### src/rtl/npc_pkg.sv
package npc_pkg;
  typedef enum logic [3:0] {
    CF_SEQ    = 4'd0,
    CF_RJMP   = 4'd1,
    CF_IJMP   = 4'd2,
    CF_BSET   = 4'd3,
    CF_BCLR   = 4'd4,
    CF_BGE    = 4'd5,
    CF_BLT    = 4'd6,
    CF_SKCLR  = 4'd7,
    CF_SKSET  = 4'd8,
    CF_SKEQ   = 4'd9
  } cf_op_e;

  localparam int FLAG_NEG = 2;
  localparam int FLAG_OVF = 3;

  function automatic logic is_branch(input logic [3:0] op);
    return (op == CF_BSET) || (op == CF_BCLR) || (op == CF_BGE) || (op == CF_BLT);
  endfunction

  function automatic logic is_skip(input logic [3:0] op);
    return (op == CF_SKCLR) || (op == CF_SKSET) || (op == CF_SKEQ);
  endfunction
endpackage

### src/rtl/npc_cond.sv
module npc_cond
  import npc_pkg::*;
(
  input  logic [3:0] op,
  input  logic [2:0] bit_sel,
  input  logic [7:0] status,
  input  logic       test_bit,
  input  logic       cmp_eq,
  output logic       cond_hold
);
  logic sel_flag;
  logic sign_lt;

  assign sel_flag = status[bit_sel];
  assign sign_lt  = status[FLAG_NEG] ^ status[FLAG_OVF];

  always_comb begin
    unique case (op)
      CF_BSET:  cond_hold = sel_flag;
      CF_BCLR:  cond_hold = ~sel_flag;
      CF_BGE:   cond_hold = ~sign_lt;
      CF_BLT:   cond_hold = sign_lt;
      CF_SKCLR: cond_hold = ~test_bit;
      CF_SKSET: cond_hold = test_bit;
      CF_SKEQ:  cond_hold = cmp_eq;
      default:  cond_hold = 1'b0;
    endcase
  end
endmodule

### src/rtl/npc_target.sv
module npc_target
  import npc_pkg::*;
#(
  parameter int PC_W = 12
) (
  input  logic [PC_W-1:0] pc,
  input  logic [3:0]      op,
  input  logic [11:0]     disp,
  input  logic [15:0]     z_ptr,
  input  logic            cond_hold,
  input  logic            cur_two_word,
  input  logic            next_two_word,
  output logic [PC_W-1:0] npc,
  output logic [1:0]      cyc
);
  localparam int BR_W = 7;

  logic [PC_W-1:0] off_long;
  logic [PC_W-1:0] off_short;
  logic [PC_W-1:0] pc_inc1;
  logic [PC_W-1:0] skip_dist;

  assign off_long  = PC_W'($signed(disp));
  assign off_short = PC_W'($signed(disp[BR_W-1:0]));
  assign pc_inc1   = pc + PC_W'(1);
  assign skip_dist = next_two_word ? PC_W'(3) : PC_W'(2);

  always_comb begin
    npc = pc_inc1;
    cyc = 2'd1;
    if (op == CF_RJMP) begin
      npc = pc_inc1 + off_long;
      cyc = 2'd2;
    end else if (op == CF_IJMP) begin
      npc = z_ptr[PC_W-1:0];
      cyc = 2'd2;
    end else if (is_branch(op)) begin
      if (cond_hold) begin
        npc = pc_inc1 + off_short;
        cyc = 2'd2;
      end
    end else if (is_skip(op)) begin
      if (cond_hold) begin
        npc = pc + skip_dist;
        cyc = next_two_word ? 2'd3 : 2'd2;
      end
    end else begin
      npc = cur_two_word ? pc + PC_W'(2) : pc_inc1;
    end
  end
endmodule

### src/rtl/npc_unit.sv
module npc_unit
  import npc_pkg::*;
#(
  parameter int PC_W = 12
) (
  input  logic            clk,
  input  logic            rst_n,
  input  logic            in_valid,
  input  logic [PC_W-1:0] pc,
  input  logic [3:0]      op,
  input  logic [2:0]      bit_sel,
  input  logic [11:0]     disp,
  input  logic [15:0]     z_ptr,
  input  logic [7:0]      status,
  input  logic            test_bit,
  input  logic            cmp_eq,
  input  logic            cur_two_word,
  input  logic            next_two_word,
  output logic            out_valid,
  output logic [PC_W-1:0] next_pc,
  output logic [1:0]      cycles
);
  logic [1:0]      rst_pipe;
  logic            rst_q;
  logic            cond_hold;
  logic [PC_W-1:0] npc_d;
  logic [1:0]      cyc_d;

  // reset synchronizer: asserts at once, releases on the clock
  always_ff @(posedge clk or negedge rst_n) begin
    if (!rst_n) rst_pipe <= 2'b00;
    else        rst_pipe <= {rst_pipe[0], 1'b1};
  end
  assign rst_q = rst_pipe[1];

  npc_cond u_cond (
    .op        (op),
    .bit_sel   (bit_sel),
    .status    (status),
    .test_bit  (test_bit),
    .cmp_eq    (cmp_eq),
    .cond_hold (cond_hold)
  );

  npc_target #(.PC_W(PC_W)) u_target (
    .pc            (pc),
    .op            (op),
    .disp          (disp),
    .z_ptr         (z_ptr),
    .cond_hold     (cond_hold),
    .cur_two_word  (cur_two_word),
    .next_two_word (next_two_word),
    .npc           (npc_d),
    .cyc           (cyc_d)
  );

  always_ff @(posedge clk or negedge rst_q) begin
    if (!rst_q) out_valid <= 1'b0;
    else        out_valid <= in_valid;
  end

  always_ff @(posedge clk or negedge rst_q) begin
    if (!rst_q) begin
      next_pc <= '0;
      cycles  <= 2'd0;
    end else if (in_valid) begin
      next_pc <= npc_d;
      cycles  <= cyc_d;
    end
  end
endmodule

### config.mk
export PLATFORM = sky130hd
export DESIGN_NAME = npc_unit
export DESIGN_NICKNAME = d
export VERILOG_FILES = /design/src/rtl/npc_pkg.sv /design/src/rtl/npc_cond.sv /design/src/rtl/npc_target.sv /design/src/rtl/npc_unit.sv
export SDC_FILE = /design/constraint.sdc
export NUM_CORES = 1
export LEC_CHECK = 0
export BUFFER_PORTS_ARGS = -buffer_cell sky130_fd_sc_hd__buf_2
export CAP_MARGIN = 25
export CELL_PAD_IN_SITES_DETAIL_PLACEMENT = 1
export CELL_PAD_IN_SITES_GLOBAL_PLACEMENT = 2
export CORE_ASPECT_RATIO = 1.25
export CORE_UTILIZATION = 30
export CTS_CLUSTER_DIAMETER = 100
export DETAILED_ROUTE_END_ITERATION = 16
export PLACE_DENSITY = 0.78
export SLEW_MARGIN = 20
export SYNTH_ARGS = -nofsm -noshare
export SYNTH_HDL_FRONTEND = slang
export SYNTH_SLANG_ARGS = --single-unit
### constraint.sdc
create_clock -name clk -period 0.8 [get_ports clk]
set_input_delay 0.04 -clock clk [delete_from_list [all_inputs] [get_ports clk]]
set_output_delay 0.04 -clock clk [all_outputs]
set_load 0.05 [all_outputs]
**Word-level counts from Yosys, hierarchy flattened**

Index checks and enable logic that the tools add are counted.

- Output and inout bits: 15
- Input bits: 62
- Bits in registers: 17
- Word-level logic and storage cells: 46

- Reductions and logical operators: 5
- Muxes and demuxes: 18
- Equal/unequal tests: 9
- $lt $le $gt $ge: 1
- Bitwise operators: 4
- Add/subtract/negate cells: 5

Operators with widths:

| cell | number |
|---|---|
| $mux 12 | 7 |
| $add 12x12->12 | 3 |
| $eq 4x3->1 const B | 4 |
| $add 12x1->12 const B | 1 |
| $add 12x2->12 const B | 1 |
| $mux 2 | 6 |
| $eq 4x2->1 const B | 2 |
| $eq 4x4->1 const B | 2 |
| $pmux 1 s7 | 1 |
| $logic_or 1x1->1 | 5 |
| $eq 4x1->1 const B | 1 |
| $lt 3x4->1 const B | 1 |
| $bmux 1 s3 | 1 |
| $mux 1 | 3 |
| $not 1->1 | 3 |
| $xor 1x1->1 | 1 |

**Depth between registers and ports, before layout**

- Depth in word-level cells: 9
- Mapped depth: 13
- Gate-level depth less buffers: 11

**By module**

A second synthesis with hierarchy kept.

- Cells, all modules: 346
- Area, all modules: 2792.7 µm²

By module, submodules not included:

| module | cells each | sequential area each (µm²) | area each (µm²) | times used |
|---|---|---|---|---|
| npc_target | 298 | 0.0 | 2052.0 | 1 |
| npc_unit | 33 | 425.4 | 598.1 | 1 |
| npc_cond | 15 | 0.0 | 142.6 | 1 |

**Worst setup path after synthesis**

OpenSTA, ideal clock, no wires.

- Kind: input -> register
- Start point: in pc[3]
- End point: reg next_pc[11]
- Path slack: -1.911 ns
- Stages on the path: 13
- Buffers on the path: 2
- Library setup time: 0.124 ns
- Required time: 0.676 ns
- Data arrival time: 2.587 ns
- Path through: clkbuf_1 and4_1 clkbuf_1 and3_1 nand2_1 xnor2_1 ha_1 a21o_1 a21oi_1 o221ai_1 nor3b_1 mux2i_1 a211o_1

- Longest elaborated chain between the ends: 6
- Elaborated cells between the ends (all ways): 12
- Those cells by class: add/sub: 5; mux: 7

Ends and longest elaborated chain:

| what | RTL line | source |
|---|---|---|
| start: declaration | npc_unit.sv:9 | `input logic [PC_W-1:0] pc,` |
| $add 12x1->12 (tied with other cells) | npc_target.sv:25 | `assign pc_inc1 = pc + PC_W'(1);` |
| $add 12x12->12 (tied with other cells) | npc_target.sv:39 | `npc = pc_inc1 + off_short;` |
| $mux 12, on equally long branches | npc_target.sv:38, npc_target.sv:42 |  |
| $mux 12 | npc_target.sv:37 | `end else if (is_branch(op)) begin` |
| $mux 12 | npc_target.sv:34 | `end else if (op == CF_IJMP) begin` |
| $mux 12 (*) | npc_target.sv:31 | `if (op == CF_RJMP) begin` |
| end signal: assignment | npc_unit.sv:67 | `next_pc <= npc_d;` |
| end: declaration | npc_unit.sv:20 | `output logic [PC_W-1:0] next_pc,` |

Every way passes the cells marked *; elsewhere a longest branch is shown, timed or not.
A chain may end at the register's enable or synchronous reset.

**Worst setup path in the final report**

- Start point: in pc[1]
- End point: reg next_pc[9]

Same word-level chain as after synthesis.

==> flow_summary.json <==
{
  "synth.avg_cell_area_sq_um": 7.77,
  "drc": 0,
  "ir_drop_uv": 1530,
  "synth-edff-count": 0,
  "hold_viol": 0,
  "failed_checks": "setup timing",
  "p_leak_nw": 2.47,
  "die_h_um": 112,
  "gp_congestion": 0.911,
  "p_seq_frac": 0.165,
  "cp.required_ps": 930,
  "cap_violations": 0,
  "initial_utilization": 0.313,
  "p_sw_frac": 0.421,
  "dr_wl_met2_um": 8050,
  "crit_top_cell": "buf_4",
  "yosysSeqAreaShare": 0.148,
  "synth.yosys.warnings": 0,
  "fmax_mhz": 437,
  "synth-main-ff-cell": "dfrtp_1",
  "timing.final.crit_period_ps": 2290,
  "switchingPower_mw": 2.77,
  "p_int_mw": 3.81,
  "cts_inserted_buffers": 3,
  "die-area_sq_um": 10000,
  "antenna_found_initial": 0,
  "vias": 3961,
  "drive_gt1_frac": 0.569,
  "cp.arrival_ps": 2420,
  "drt_wl_total_um": 15100,
  "port-buffer-count": 72,
  "final_cells": 715,
  "relSlewSlack": 0.586,
  "worstMarginPinSlew_ps": 617,
  "cts.clk_slew.worst_paths_ps": 60,
  "areaGrowthSynthToFinish_pct": 92.7,
  "die_w_um": 89.7,
  "setup_viol": 29,
  "power.density_nw_per_um2": 1190,
  "path_cells": "buf_12 -> ha_4 -> buf_4 -> buf_12 -> buf_4 -> nand2_2 -> xnor2_2 -> buf_6 -> ha_4 -> buf_4 -> inv_1 -> a21oi_2 -> or3_4 -> a311o_1 -> o2bb2ai_1",
  "period_share": 2.86,
  "routed.top_layer": "met4",
  "wl_per_cell_um": 21.2,
  "syn-num-nets": 455,
  "pwr-share-comb": 0.679,
  "cp-start-kind": "input port",
  "grt_pass1_wl_um": 22800,
  "crit_path_max_fanout": 5,
  "route.met3.wl_um": 405,
  "clock_path_buffers": 2,
  "final_nets": 677,
  "dp_hpwl_um": 11000,
  "dr.pass1.iters": 5,
  "met1Wirelength_um": 6230,
  "async_flop_share": 1.00,
  "worstHoldPathType": "reg2async",
  "synth_seq_cells": 17,
  "skew_ps": 1.33,
  "synth_area_sq_um": 2880,
  "cpPeakStageDelay_ps": 370,
  "critPathKind": "in2reg",
  "grtUsageTotal": 0.301,
  "detail_route.iter0.violations": 91,
  "final-max-slew-violation-count": 0,
  "rows": 39,
  "io_pins": 77,
  "outcome": "complete, but fails checks",
  "cts_tree": "built",
  "end_kind": "flip-flop",
  "critPathSlowestCell": "or3_4",
  "ys_types": 78,
  "grt_pass1_vias": 4355,
  "timing.final.ws_setup_ps": -1490,
  "clockRootBuffer": "clkbuf_16",
  "rsz0062_at_grt": "true",
  "htree_levels": 1,
  "final_antenna_net_count": 0,
  "numClockSinks": 17,
  "core_sq_um": 9220,
  "clk_latency_ps": 250,
  "place_ws_ps": -1830,
  "via_per_inst": 5.54,
  "grt_max_degree": 15,
  "syn_inst": 371,
  "gr-total-overflow": 0,
  "diodes": 0,
  "place_inst": 680,
  "clockPowerShare": 0.157
}
cell families after synthesis:
logic type,synth area share
compound gates,0.339
simple gates,0.197
buf+inv,0.0555
xor+xnor,0.0911
fa+ha+maj,0.0980
flops,0.148
mux,0.0703
other cells,0.00130
sequential cells by signal, indices dropped and copies added, names as in the netlist:
signal and count:
out_valid 1, cycles 2, next_pc 12, rst_pipe 2
placed cells by master (no fill, tap or decap), types with 6 or more instances in the layout:
master,count
a21oi_1,20
xor2_1,12
buf_12,6
xnor2_1,9
a21o_1,6
o211ai_1,11
ha_4,11
o21ai_1,6
nor2_1,26
buf_4,143
nor3_1,8
buf_6,35
inv_1,12
nand3_1,6
dfrtp_1,17
nand2_1,23
a21oi_2,9
o21ai_2,7
buf_2,52
o21ai_0,15
ha_1,10
o22ai_1,6
stage by stage:
step	TNS (ps)	hold WS [ps]	util	total power [mW]	area (sq um)
2_1_floorplan	-16110	-256	-	2.98	3110
3_3_place_gp	-20590	-175	0.491	4.35	4530
3_5_place_dp	-21390	-174	0.491	4.42	4530
4_1_cts	-17420	71.6	0.577	6.26	5320
5_1_grt	-18390	83.7	0.603	6.87	5560
6_report	-17320	67.0	0.603	6.59	5560
power by group through the flow:
stage / sequential (mW) / combinational [mW] / clock (mW)
5_1_grt: 1.09 / 4.69 / 1.08
3_5_place_dp: 1.06 / 3.36 / 0
4_1_cts: 1.08 / 4.14 / 1.04
2_1_floorplan: 1.46 / 1.52 / 0
6_report: 1.08 / 4.47 / 1.03
3_3_place_gp: 1.06 / 3.29 / 0
path summary, 6_finish.rpt:
kind	from	to	slack, ps	depth (start not counted)
setup / recovery	pc[1]	next_pc[9]	-1490	15
hold / removal	rst_pipe[1]	next_pc[0]	70	0
setup reg to reg	next_pc[10]	next_pc[10]	-190	3
hold reg to reg	rst_pipe[1]	next_pc[0]	70	0
max in group asynchronous	rst_pipe[1]	next_pc[8]	420	1
min in group clk	z_ptr[2]	next_pc[2]	120	3
cell usage after synthesis (4+ instances only):
cell type | number | share of area
nor2b_1 | 4 | 0.0087
xor2_1 | 14 | 0.043
inv_1 | 13 | 0.017
mux2i_1 | 5 | 0.017
xnor2_1 | 16 | 0.049
o2bb2ai_1 | 4 | 0.012
clkbuf_1 | 18 | 0.023
a211oi_1 | 7 | 0.018
dfrtp_1 | 17 | 0.15
nor2_1 | 26 | 0.034
o21ai_0 | 21 | 0.036
nor3_1 | 10 | 0.017
a221oi_1 | 7 | 0.021
o21ai_1 | 8 | 0.014
nand3_1 | 9 | 0.016
o21a_1 | 6 | 0.016
o22ai_1 | 7 | 0.015
nand2_1 | 25 | 0.033
o211ai_1 | 11 | 0.029
a21o_1 | 6 | 0.016
ha_1 | 21 | 0.091
a21oi_1 | 31 | 0.054
what timing repair did:
action,in CTS,in global routing
hold buffers,1,0
pin swaps,57,37
gates resized for setup,123,28
setup buffers,16,17
setup endpoints to repair,29,29
hold endpoints to repair,2,0
cloned,1,0
area by class of cell:
cell class,instances,area (sq um)
clock buffer,3,75.1
clock inverter,1,7.51
fill,1061,3660
inverter,13,51.3
timing repair buffer,240,1900
tap,123,154
sequential,17,425
multi-input combinational,318,2940
worst max-delay path: cells and delay by family:
kind / cells / cell delay [ps]
buf+inv: 7 / 910
compound gates: 3 / 520
simple gates: 2 / 450
fa+ha+maj: 2 / 370
xor+xnor: 1 / 120
layer usage:
layer	GRT usage	vias to the layer above
met1	0.370	1959
li1	-	1852
met2	0.534	109
met4	0.105	0
met5	0	-
met3	0.0274	41
Power figures use the tool's default switching activity.
